$ cat config.mk
export PLATFORM = sky130hd
export DESIGN_NAME = dma_list_seq
export DESIGN_NICKNAME = d
export VERILOG_FILES = /design/src/rtl/dls_pkg.sv /design/src/rtl/dls_regs.sv /design/src/rtl/dls_mover.sv /design/src/rtl/dls_engine.sv /design/src/rtl/dma_list_seq.sv
export SDC_FILE = /design/constraint.sdc
export NUM_CORES = 1
export LEC_CHECK = 0
export BUFFER_PORTS_ARGS = -buffer_cell sky130_fd_sc_hd__buf_2
export CORE_ASPECT_RATIO = 1.2
export CORE_UTILIZATION = 60
export CTS_BUF_LIST = sky130_fd_sc_hd__clkbuf_4
export DETAILED_ROUTE_END_ITERATION = 6
export GPL_TIMING_DRIVEN = 0
export PLACE_DENSITY = 0.95
export REMOVE_ABC_BUFFERS = 1
export SLEW_MARGIN = 20
export SYNTH_ARGS = -nofsm -noshare
export SYNTH_HDL_FRONTEND = slang
export SYNTH_SLANG_ARGS = --single-unit
$ cat constraint.sdc
create_clock -name clk -period 3.5 [get_ports clk]
set_input_delay 0.175 -clock clk [delete_from_list [all_inputs] [get_ports clk]]
set_output_delay 0.175 -clock clk [all_outputs]
set_load 0.01 [all_outputs]
$ cat src/rtl/dls_pkg.sv
package dls_pkg;

  localparam logic [3:0] OP_WRITE = 4'h1;
  localparam logic [3:0] OP_JUMP  = 4'h7;
  localparam logic [3:0] OP_SYNC  = 4'h8;

  localparam int NFLAG     = 3;
  localparam int FLG_INSTR = 0;
  localparam int FLG_BADOP = 1;
  localparam int FLG_SYNC  = 2;

  localparam int RUN_BIT = 8;

  localparam int REG_AW = 3;
  localparam logic [REG_AW-1:0] RA_CTRL  = 3'd0;
  localparam logic [REG_AW-1:0] RA_START = 3'd1;
  localparam logic [REG_AW-1:0] RA_LEN   = 3'd2;
  localparam logic [REG_AW-1:0] RA_ISTAT = 3'd3;
  localparam logic [REG_AW-1:0] RA_IMASK = 3'd4;
  localparam logic [REG_AW-1:0] RA_PC    = 3'd5;

  typedef enum logic [2:0] {
    ST_IDLE,
    ST_FETCH0,
    ST_FETCH1,
    ST_MOVE,
    ST_WAIT
  } eng_state_t;

  function automatic logic [3:0] op_of(input logic [31:0] w);
    return w[31:28];
  endfunction

  function automatic logic op_known(input logic [3:0] op);
    return (op == OP_WRITE) || (op == OP_JUMP) || (op == OP_SYNC);
  endfunction

  function automatic logic [3:0] status_apply(input logic [3:0] cur, input logic [31:0] w);
    return (cur & ~w[23:20]) | w[19:16];
  endfunction

  function automatic logic [15:0] clip_lines(input logic [15:0] req, input int unsigned lim);
    return (32'(req) > lim) ? 16'(lim) : req;
  endfunction

endpackage

$ cat src/rtl/dls_regs.sv
module dls_regs
  import dls_pkg::*;
#(
  parameter int ADDR_W    = 32,
  parameter int CNT_W     = 12,
  parameter int MAX_LINES = 255
) (
  input  logic              clk,
  input  logic              rst_n,
  input  logic              reg_we,
  input  logic [REG_AW-1:0] reg_addr,
  input  logic [31:0]       reg_wdata,
  output logic [31:0]       reg_rdata,
  output logic              ctrl_en,
  output logic [ADDR_W-1:0] start_addr,
  input  logic [NFLAG-1:0]  flag_set,
  input  logic              running,
  input  logic [3:0]        status,
  input  logic [ADDR_W-1:0] pc,
  output logic              irq,
  output logic [NFLAG-1:0]  flags,
  output logic [NFLAG-1:0]  mask,
  output logic [NFLAG-1:0]  w1c,
  output logic [15:0]       len_lines
);

  logic [CNT_W-1:0] len_bytes;

  assign w1c = (reg_we && reg_addr == RA_ISTAT) ? reg_wdata[NFLAG-1:0] : '0;

  always_ff @(posedge clk) begin
    if (!rst_n) begin
      ctrl_en    <= 1'b0;
      start_addr <= '0;
      len_lines  <= '0;
      len_bytes  <= '0;
      flags      <= '0;
      mask       <= '0;
    end else begin
      flags <= (flags & ~w1c) | flag_set;
      if (reg_we) begin
        case (reg_addr)
          RA_CTRL:  ctrl_en    <= reg_wdata[0];
          RA_START: start_addr <= reg_wdata[ADDR_W-1:0];
          RA_LEN: begin
            len_lines <= clip_lines(reg_wdata[31:16], MAX_LINES);
            len_bytes <= reg_wdata[CNT_W-1:0];
          end
          RA_IMASK: mask <= reg_wdata[NFLAG-1:0];
          default: ;
        endcase
      end
    end
  end

  assign irq = |(flags & mask);

  always_comb begin
    reg_rdata = '0;
    case (reg_addr)
      RA_CTRL:  reg_rdata[0] = ctrl_en;
      RA_START: reg_rdata = 32'(start_addr);
      RA_LEN:   reg_rdata = {len_lines, 16'(len_bytes)};
      RA_ISTAT: begin
        reg_rdata[31:28]      = status;
        reg_rdata[RUN_BIT]    = running;
        reg_rdata[NFLAG-1:0]  = flags;
      end
      RA_IMASK: reg_rdata[NFLAG-1:0] = mask;
      RA_PC:    reg_rdata = 32'(pc);
      default:  reg_rdata = '0;
    endcase
  end

endmodule

$ cat src/rtl/dls_mover.sv
module dls_mover #(
  parameter int ADDR_W = 32,
  parameter int CNT_W  = 12
) (
  input  logic              clk,
  input  logic              rst_n,
  input  logic              go,
  input  logic [CNT_W-1:0]  go_cnt,
  input  logic [ADDR_W-1:0] go_base,
  input  logic              go_sol,
  input  logic              go_eol,
  input  logic              st_valid,
  input  logic [7:0]        st_data,
  output logic              st_ready,
  output logic              wr_valid,
  input  logic              wr_ready,
  output logic [ADDR_W-1:0] wr_addr,
  output logic [7:0]        wr_data,
  output logic              wr_sol,
  output logic              wr_eol,
  output logic              done
);

  logic              active;
  logic [ADDR_W-1:0] base;
  logic [CNT_W-1:0]  idx;
  logic [CNT_W-1:0]  last_idx;
  logic              sol_f;
  logic              eol_f;
  logic              is_last;
  logic              xfer;

  function automatic logic [ADDR_W-1:0] byte_addr(input logic [ADDR_W-1:0] b,
                                                  input logic [CNT_W-1:0] i);
    return b + ADDR_W'(i);
  endfunction

  assign is_last  = (idx == last_idx);
  assign wr_valid = active && st_valid;
  assign st_ready = active && wr_ready;
  assign xfer     = wr_valid && wr_ready;
  assign done     = xfer && is_last;
  assign wr_addr  = byte_addr(base, idx);
  assign wr_data  = st_data;
  assign wr_sol   = wr_valid && sol_f && (idx == '0);
  assign wr_eol   = wr_valid && eol_f && is_last;

  always_ff @(posedge clk) begin
    if (!rst_n) begin
      active   <= 1'b0;
      base     <= '0;
      idx      <= '0;
      last_idx <= '0;
      sol_f    <= 1'b0;
      eol_f    <= 1'b0;
    end else if (go) begin
      active   <= 1'b1;
      base     <= go_base;
      idx      <= '0;
      last_idx <= go_cnt - CNT_W'(1);
      sol_f    <= go_sol;
      eol_f    <= go_eol;
    end else if (xfer) begin
      if (is_last) active <= 1'b0;
      else         idx    <= idx + CNT_W'(1);
    end
  end

endmodule

$ cat src/rtl/dls_engine.sv
module dls_engine
  import dls_pkg::*;
#(
  parameter int ADDR_W = 32,
  parameter int CNT_W  = 12
) (
  input  logic              clk,
  input  logic              rst_n,
  input  logic              ctrl_en,
  input  logic [ADDR_W-1:0] start_addr,
  output logic              mem_req,
  output logic [ADDR_W-1:0] mem_addr,
  input  logic              mem_ack,
  input  logic [31:0]       mem_rdata,
  input  logic              sync_valid,
  input  logic [3:0]        sync_code,
  output logic              sync_take,
  output logic              mv_go,
  output logic [CNT_W-1:0]  mv_cnt,
  output logic [ADDR_W-1:0] mv_base,
  output logic              mv_sol,
  output logic              mv_eol,
  input  logic              mv_done,
  output logic              running,
  output logic [3:0]        status,
  output logic [ADDR_W-1:0] pc,
  output logic              ev_decode,
  output logic              ev_instr_irq,
  output logic              ev_err_op,
  output logic              ev_err_sync
);

  eng_state_t        state, state_n;
  logic [ADDR_W-1:0] pc_n;
  logic [31:0]       w0, w0_n;
  logic [3:0]        status_n;
  logic              en_q;
  logic [3:0]        op;
  eng_state_t        boundary;

  assign running = (state != ST_IDLE);
  assign mv_cnt  = w0[CNT_W-1:0];
  assign mv_base = mem_rdata[ADDR_W-1:0];
  assign mv_sol  = w0[27];
  assign mv_eol  = w0[26];

  always_comb begin
    state_n      = state;
    pc_n         = pc;
    w0_n         = w0;
    status_n     = status;
    mem_req      = 1'b0;
    mem_addr     = pc;
    sync_take    = 1'b0;
    mv_go        = 1'b0;
    ev_decode    = 1'b0;
    ev_instr_irq = 1'b0;
    ev_err_op    = 1'b0;
    ev_err_sync  = 1'b0;
    op           = op_of(w0);
    boundary     = ctrl_en ? ST_FETCH0 : ST_IDLE;
    case (state)
      ST_IDLE: begin
        if (ctrl_en && !en_q) begin
          pc_n    = start_addr;
          state_n = ST_FETCH0;
        end
      end
      ST_FETCH0: begin
        mem_req = 1'b1;
        if (mem_ack) begin
          w0_n    = mem_rdata;
          state_n = ST_FETCH1;
        end
      end
      ST_FETCH1: begin
        mem_req  = 1'b1;
        mem_addr = pc + ADDR_W'(4);
        if (mem_ack) begin
          ev_decode = 1'b1;
          pc_n      = pc + ADDR_W'(8);
          if (op_known(op)) begin
            status_n     = status_apply(status, w0);
            ev_instr_irq = w0[24];
          end
          case (op)
            OP_WRITE: begin
              if (w0[CNT_W-1:0] != '0) begin
                mv_go   = 1'b1;
                state_n = ST_MOVE;
              end else begin
                state_n = boundary;
              end
            end
            OP_JUMP: begin
              pc_n    = mem_rdata[ADDR_W-1:0];
              state_n = boundary;
            end
            OP_SYNC: state_n = ST_WAIT;
            default: begin
              ev_err_op = 1'b1;
              state_n   = ST_IDLE;
            end
          endcase
        end
      end
      ST_MOVE: begin
        if (mv_done) state_n = boundary;
      end
      ST_WAIT: begin
        if (!ctrl_en) begin
          state_n = ST_IDLE;
        end else if (sync_valid) begin
          sync_take = 1'b1;
          if (sync_code == w0[3:0]) begin
            state_n = boundary;
          end else if (!w0[15]) begin
            ev_err_sync = 1'b1;
            state_n     = ST_IDLE;
          end
        end
      end
      default: state_n = ST_IDLE;
    endcase
  end

  always_ff @(posedge clk) begin
    if (!rst_n) begin
      state  <= ST_IDLE;
      pc     <= '0;
      w0     <= '0;
      status <= '0;
      en_q   <= 1'b0;
    end else begin
      state  <= state_n;
      pc     <= pc_n;
      w0     <= w0_n;
      status <= status_n;
      en_q   <= ctrl_en;
    end
  end

endmodule

$ cat src/rtl/dma_list_seq.sv
module dma_list_seq
  import dls_pkg::*;
#(
  parameter int ADDR_W    = 32,
  parameter int CNT_W     = 12,
  parameter int MAX_LINES = 255
) (
  input  logic              clk,
  input  logic              rst_n,
  input  logic              reg_we,
  input  logic [REG_AW-1:0] reg_addr,
  input  logic [31:0]       reg_wdata,
  output logic [31:0]       reg_rdata,
  output logic              mem_req,
  output logic [ADDR_W-1:0] mem_addr,
  input  logic              mem_ack,
  input  logic [31:0]       mem_rdata,
  input  logic              st_valid,
  input  logic [7:0]        st_data,
  output logic              st_ready,
  input  logic              sync_valid,
  input  logic [3:0]        sync_code,
  output logic              sync_take,
  output logic              wr_valid,
  output logic [ADDR_W-1:0] wr_addr,
  output logic [7:0]        wr_data,
  output logic              wr_sol,
  output logic              wr_eol,
  input  logic              wr_ready,
  output logic              irq
);

  logic              ctrl_en;
  logic [ADDR_W-1:0] start_addr;
  logic              running;
  logic [3:0]        status;
  logic [ADDR_W-1:0] pc;
  logic [NFLAG-1:0]  flags;
  logic [NFLAG-1:0]  mask;
  logic [NFLAG-1:0]  w1c;
  logic [NFLAG-1:0]  flag_set;
  logic [15:0]       len_lines;
  logic              mv_go;
  logic [CNT_W-1:0]  mv_cnt;
  logic [ADDR_W-1:0] mv_base;
  logic              mv_sol;
  logic              mv_eol;
  logic              mv_done;
  logic              ev_decode;
  logic              ev_instr_irq;
  logic              ev_err_op;
  logic              ev_err_sync;

  always_comb begin
    flag_set            = '0;
    flag_set[FLG_INSTR] = ev_instr_irq;
    flag_set[FLG_BADOP] = ev_err_op;
    flag_set[FLG_SYNC]  = ev_err_sync;
  end

  dls_regs #(
    .ADDR_W(ADDR_W), .CNT_W(CNT_W), .MAX_LINES(MAX_LINES)
  ) u_regs (
    .clk(clk), .rst_n(rst_n),
    .reg_we(reg_we), .reg_addr(reg_addr), .reg_wdata(reg_wdata), .reg_rdata(reg_rdata),
    .ctrl_en(ctrl_en), .start_addr(start_addr),
    .flag_set(flag_set), .running(running), .status(status), .pc(pc),
    .irq(irq), .flags(flags), .mask(mask), .w1c(w1c), .len_lines(len_lines)
  );

  dls_engine #(
    .ADDR_W(ADDR_W), .CNT_W(CNT_W)
  ) u_engine (
    .clk(clk), .rst_n(rst_n),
    .ctrl_en(ctrl_en), .start_addr(start_addr),
    .mem_req(mem_req), .mem_addr(mem_addr), .mem_ack(mem_ack), .mem_rdata(mem_rdata),
    .sync_valid(sync_valid), .sync_code(sync_code), .sync_take(sync_take),
    .mv_go(mv_go), .mv_cnt(mv_cnt), .mv_base(mv_base), .mv_sol(mv_sol), .mv_eol(mv_eol),
    .mv_done(mv_done),
    .running(running), .status(status), .pc(pc),
    .ev_decode(ev_decode), .ev_instr_irq(ev_instr_irq),
    .ev_err_op(ev_err_op), .ev_err_sync(ev_err_sync)
  );

  dls_mover #(
    .ADDR_W(ADDR_W), .CNT_W(CNT_W)
  ) u_mover (
    .clk(clk), .rst_n(rst_n),
    .go(mv_go), .go_cnt(mv_cnt), .go_base(mv_base), .go_sol(mv_sol), .go_eol(mv_eol),
    .st_valid(st_valid), .st_data(st_data), .st_ready(st_ready),
    .wr_valid(wr_valid), .wr_ready(wr_ready), .wr_addr(wr_addr), .wr_data(wr_data),
    .wr_sol(wr_sol), .wr_eol(wr_eol), .done(mv_done)
  );

endmodule

==> flow_metrics.tcl <==
set metrics [dict create \
    worst_setup_path_start_kind "register" \
    status "finished with violations" \
    max-slew-margin-rel_pct 20.1 \
    timing.rr.start "u_engine.state[1]" \
    drtAntennaViolNets 0 \
    synth_seq_area_share_pct 35.4 \
    first_global_vias 11000 \
    route.vias.total 11600 \
    p_leak_nw 5.17 \
    irDropWorstVdd_mv 0.241 \
    timing.final.crit_period_ps 3340 \
    clockBufferDepth 2 \
    layout.cells.non_filler 1815 \
    timing.rr.end "u_engine.pc[30]" \
    cts-htree-levels 4 \
    grt_overflow_total 0 \
    cts_num_sinks 194 \
    crit_arrival_ps 3170 \
    die_area_sq_um 18800 \
    worstPathRequired_ps 3320 \
    min-delay-path-class "input port to register" \
    report.final.hold_viol_count 0 \
    r2r_setup_slack_ps 280 \
    io_buffer_count 180 \
    antenna_found_initial 1 \
    dr.pass1.iters 7 \
    timing.critical_path.to_type "primary output" \
    cts_root_buffer "sky130_fd_sc_hd__clkbuf_4" \
    failed_checks "design-rule violations" \
    summed_instance_area_of_the_synthesized_netlist_sq_um 11000 \
    place.detailed.hpwl_mm 23.3 \
    grt_start_max_net_pins 101 \
    routed_wire_length_per_instance_um 19.2 \
    regArea_sq_um 3890 \
    synth_cell_types 71 \
    fill_cells 1197 \
    clk_latency_ps 590 \
    crit_fanout 7 \
    post_synth_inst_count 1410 \
    fin_skew_ps 15.0 \
    gp_congestion 0.973 \
    nNetsFinal 1685 \
    worst_path_max_delay_cell "sky130_fd_sc_hd__fa_1" \
    effective_utilization_at_floorplan_pct 62.0 \
    core.rowCount 53 \
    top_achievable_clock_speed_mhz 299 \
    synth_largest_type_area_fraction_pct 35.4 \
    critical_path_cell_by_cell "ha_2, inv_1, fa_1, nor2b_2, o31a_1, a41oi_4, o22ai_2, buf_6, and4_1, xor2_1, buf_2" \
    drv_cap 0 \
    grt_util_all_layers_pct 36.1 \
    pwr_density_cell_nw_per_um2 349 \
    holdPathEnd "u_engine.state[2]" \
    multi_input_area_sq_um 6660 \
    drv_slew 0 \
    synth.top_cells.by_area "sky130_fd_sc_hd__dfxtp_1 (35%), sky130_fd_sc_hd__nand2_1 (12%), sky130_fd_sc_hd__a21boi_0 (7.9%)" \
    instance_area_at_placement_sq_um 11900 \
    cts.clk_slew.worst_paths_ps 150 \
    synthesis.yosys.warnings 0 \
    async_flop_share_pct 0 \
    grt_pass1_wl_mm 54.2 \
    rsz_0062_raised_after_global_routing "no" \
    drive_gt1_share_pct 16.9 \
    floorplan.core_area_sq_um 17700 \
    ios 197 \
    netlist_top_cells_count "sky130_fd_sc_hd__nand2_1 (343), sky130_fd_sc_hd__dfxtp_1 (194), sky130_fd_sc_hd__a21boi_0 (116)" \
    worst_path_largest_cell_delay_ps 410 \
    dr.first_iter.drc_count 1349 \
    dieWidth_um 125 \
    syn_avg_cell_area_sq_um 7.79 \
    synthFlopType "sky130_fd_sc_hd__dfxtp_1" \
    worst-slew-pin-transition_ps 1200 \
    setup_viol 0 \
    synth_top_cell_by_area "sky130_fd_sc_hd__dfxtp_1" \
    place.detailed.instances 1711 \
    timing.hold.worst.start "sync_valid" \
    floorplan.die.height_um 150 \
    synth_edf_count 0 \
    detail_route.drc_violations 13 \
    route.detailed.vias_per_inst 6.40 \
    cts_inserted_buffers 17 \
    routed_wirelength_mm 34.8 \
    post-synth-top-count-cell "sky130_fd_sc_hd__nand2_1" \
    worst_r2r_path_depth 6 \
    fin_area_sq_um 12900 \
    fin_crit_sh_pct 95.6 \
    tritoncts "built" \
    flow.area_growth_from_synthesis_pct 17.5 \
    setup.worst_path.class "register to primary output" \
    whs_path_depth 3 \
    yosys_register_bits 194 \
]
logic make-up after synthesis:
logic type,count (synthesis),synth area share (%)
fa+ha+maj,19,2.23
xor+xnor,97,7.74
compound gates,368,23.5
buf+inv,118,4.59
flops,194,35.4
simple gates,597,24.9
mux,17,1.61
power by group:
| group | total, mW | internal [mW] | leakage [nW] | switching, mW |
|---|---|---|---|---|
| registers | 2.38 | 2.28 | 1.57 | 0.102 |
| clock network | 1.20 | 0.438 | 0.149 | 0.766 |
| logic | 0.909 | 0.377 | 3.46 | 0.533 |
| total | 4.49 | 3.10 | 5.17 | 1.40 |
final cells by class:
cell class / count / share of cell area, %
diodes: 2 / 0.0388
clock buffers: 20 / 1.16
clock inverters: 12 / 0.902
inverters: 10 / 0.291
multi-input cells: 1098 / 51.7
flip-flops and latches: 194 / 30.2
well taps: 220 / 2.13
repair buffers: 259 / 13.6
metal layers:
layer / vias up / GRT usage, % / wire (um)
met2: 818 / 62.7 / 16600
met4: 0 / 19.6 / 1730
met5: - / 0 / 0
li1: 5233 / - / -
met3: 166 / 5.58 / 3390
met1: 5406 / 43.1 / 13000
worst max-delay path, delay by kind of cell, from the launching register on:
family,cells,cell delay (ps)
XOR/XNOR,1,170
adder cells (fa/ha/maj),2,600
AND/OR/NAND/NOR,2,370
flip-flops,1,380
buffers and inverters,3,380
AO/OA/AOI/OAI,3,680
cell usage in the layout, fill, tap and decap left out, drive strengths merged, types with 43 or more instances in the layout:
cell	Yosys	final
o21ai	70	70
dlygate4sd3	0	64
nor2	68	68
xnor2	56	56
a21oi	43	43
a21boi	116	116
dfxtp	194	194
buf	36	195
a22oi	46	46
nand2	343	343
worst max path at each step:
| stage | cells after the start | to | slack [ps] | start |
|---|---|---|---|---|
| after CTS | 11 | wr_addr[20] | 7 | u_mover.idx[0] |
| after detailed placement | 6 | u_engine.pc[30] | 120 | u_engine.state[1] |
| after global routing | 11 | wr_addr[20] | 20 | u_mover.base[0] |
| final | 11 | wr_addr[20] | 160 | u_mover.idx[0] |
| after floorplan | 5 | u_mover.last_idx[3] | -390 | u_engine.state[1] |
| after global placement | 5 | u_mover.last_idx[3] | -2210 | u_engine.state[1] |
stage by stage:
step	hold WS [ps]	setup WS, ps	util, %	power [mW]	TNS, ps
floorplan	293	-391	-	2.89	-12360
global placement	350	-2210	66.0	3.17	-149010
detailed placement	350	123	67.1	3.22	0
CTS	2.22	7.48	72.3	4.43	0
global route	44.4	20.2	72.8	4.65	0
finish	31.1	155	72.8	4.49	0
flip-flops by register name, summed over array words and instances, names as in the netlist:
| signal | flops |
|---|---|
| u_mover.active | 1 |
| u_regs.flags | 3 |
| u_regs.ctrl_en | 1 |
| u_regs.start_addr | 32 |
| u_engine.pc | 32 |
| u_regs.mask | 3 |
| u_regs.len_lines | 16 |
| u_engine.state | 3 |
| u_regs.len_bytes | 12 |
| u_mover.sol_f | 1 |
| u_mover.eol_f | 1 |
| u_mover.base | 32 |
| u_engine.en_q | 1 |
| u_engine.status | 4 |
| u_mover.last_idx | 12 |
| u_mover.idx | 12 |
| u_engine.w0 | 28 |
timing repair:
item	in CTS	in global routing
hold endpoints to repair	120	0
hold buffers	64	0
gates resized for setup	2	7
buffers inserted	1	5
pin swaps	1	1
setup endpoints to repair	8	22
Power figures use the tool's default switching activity.
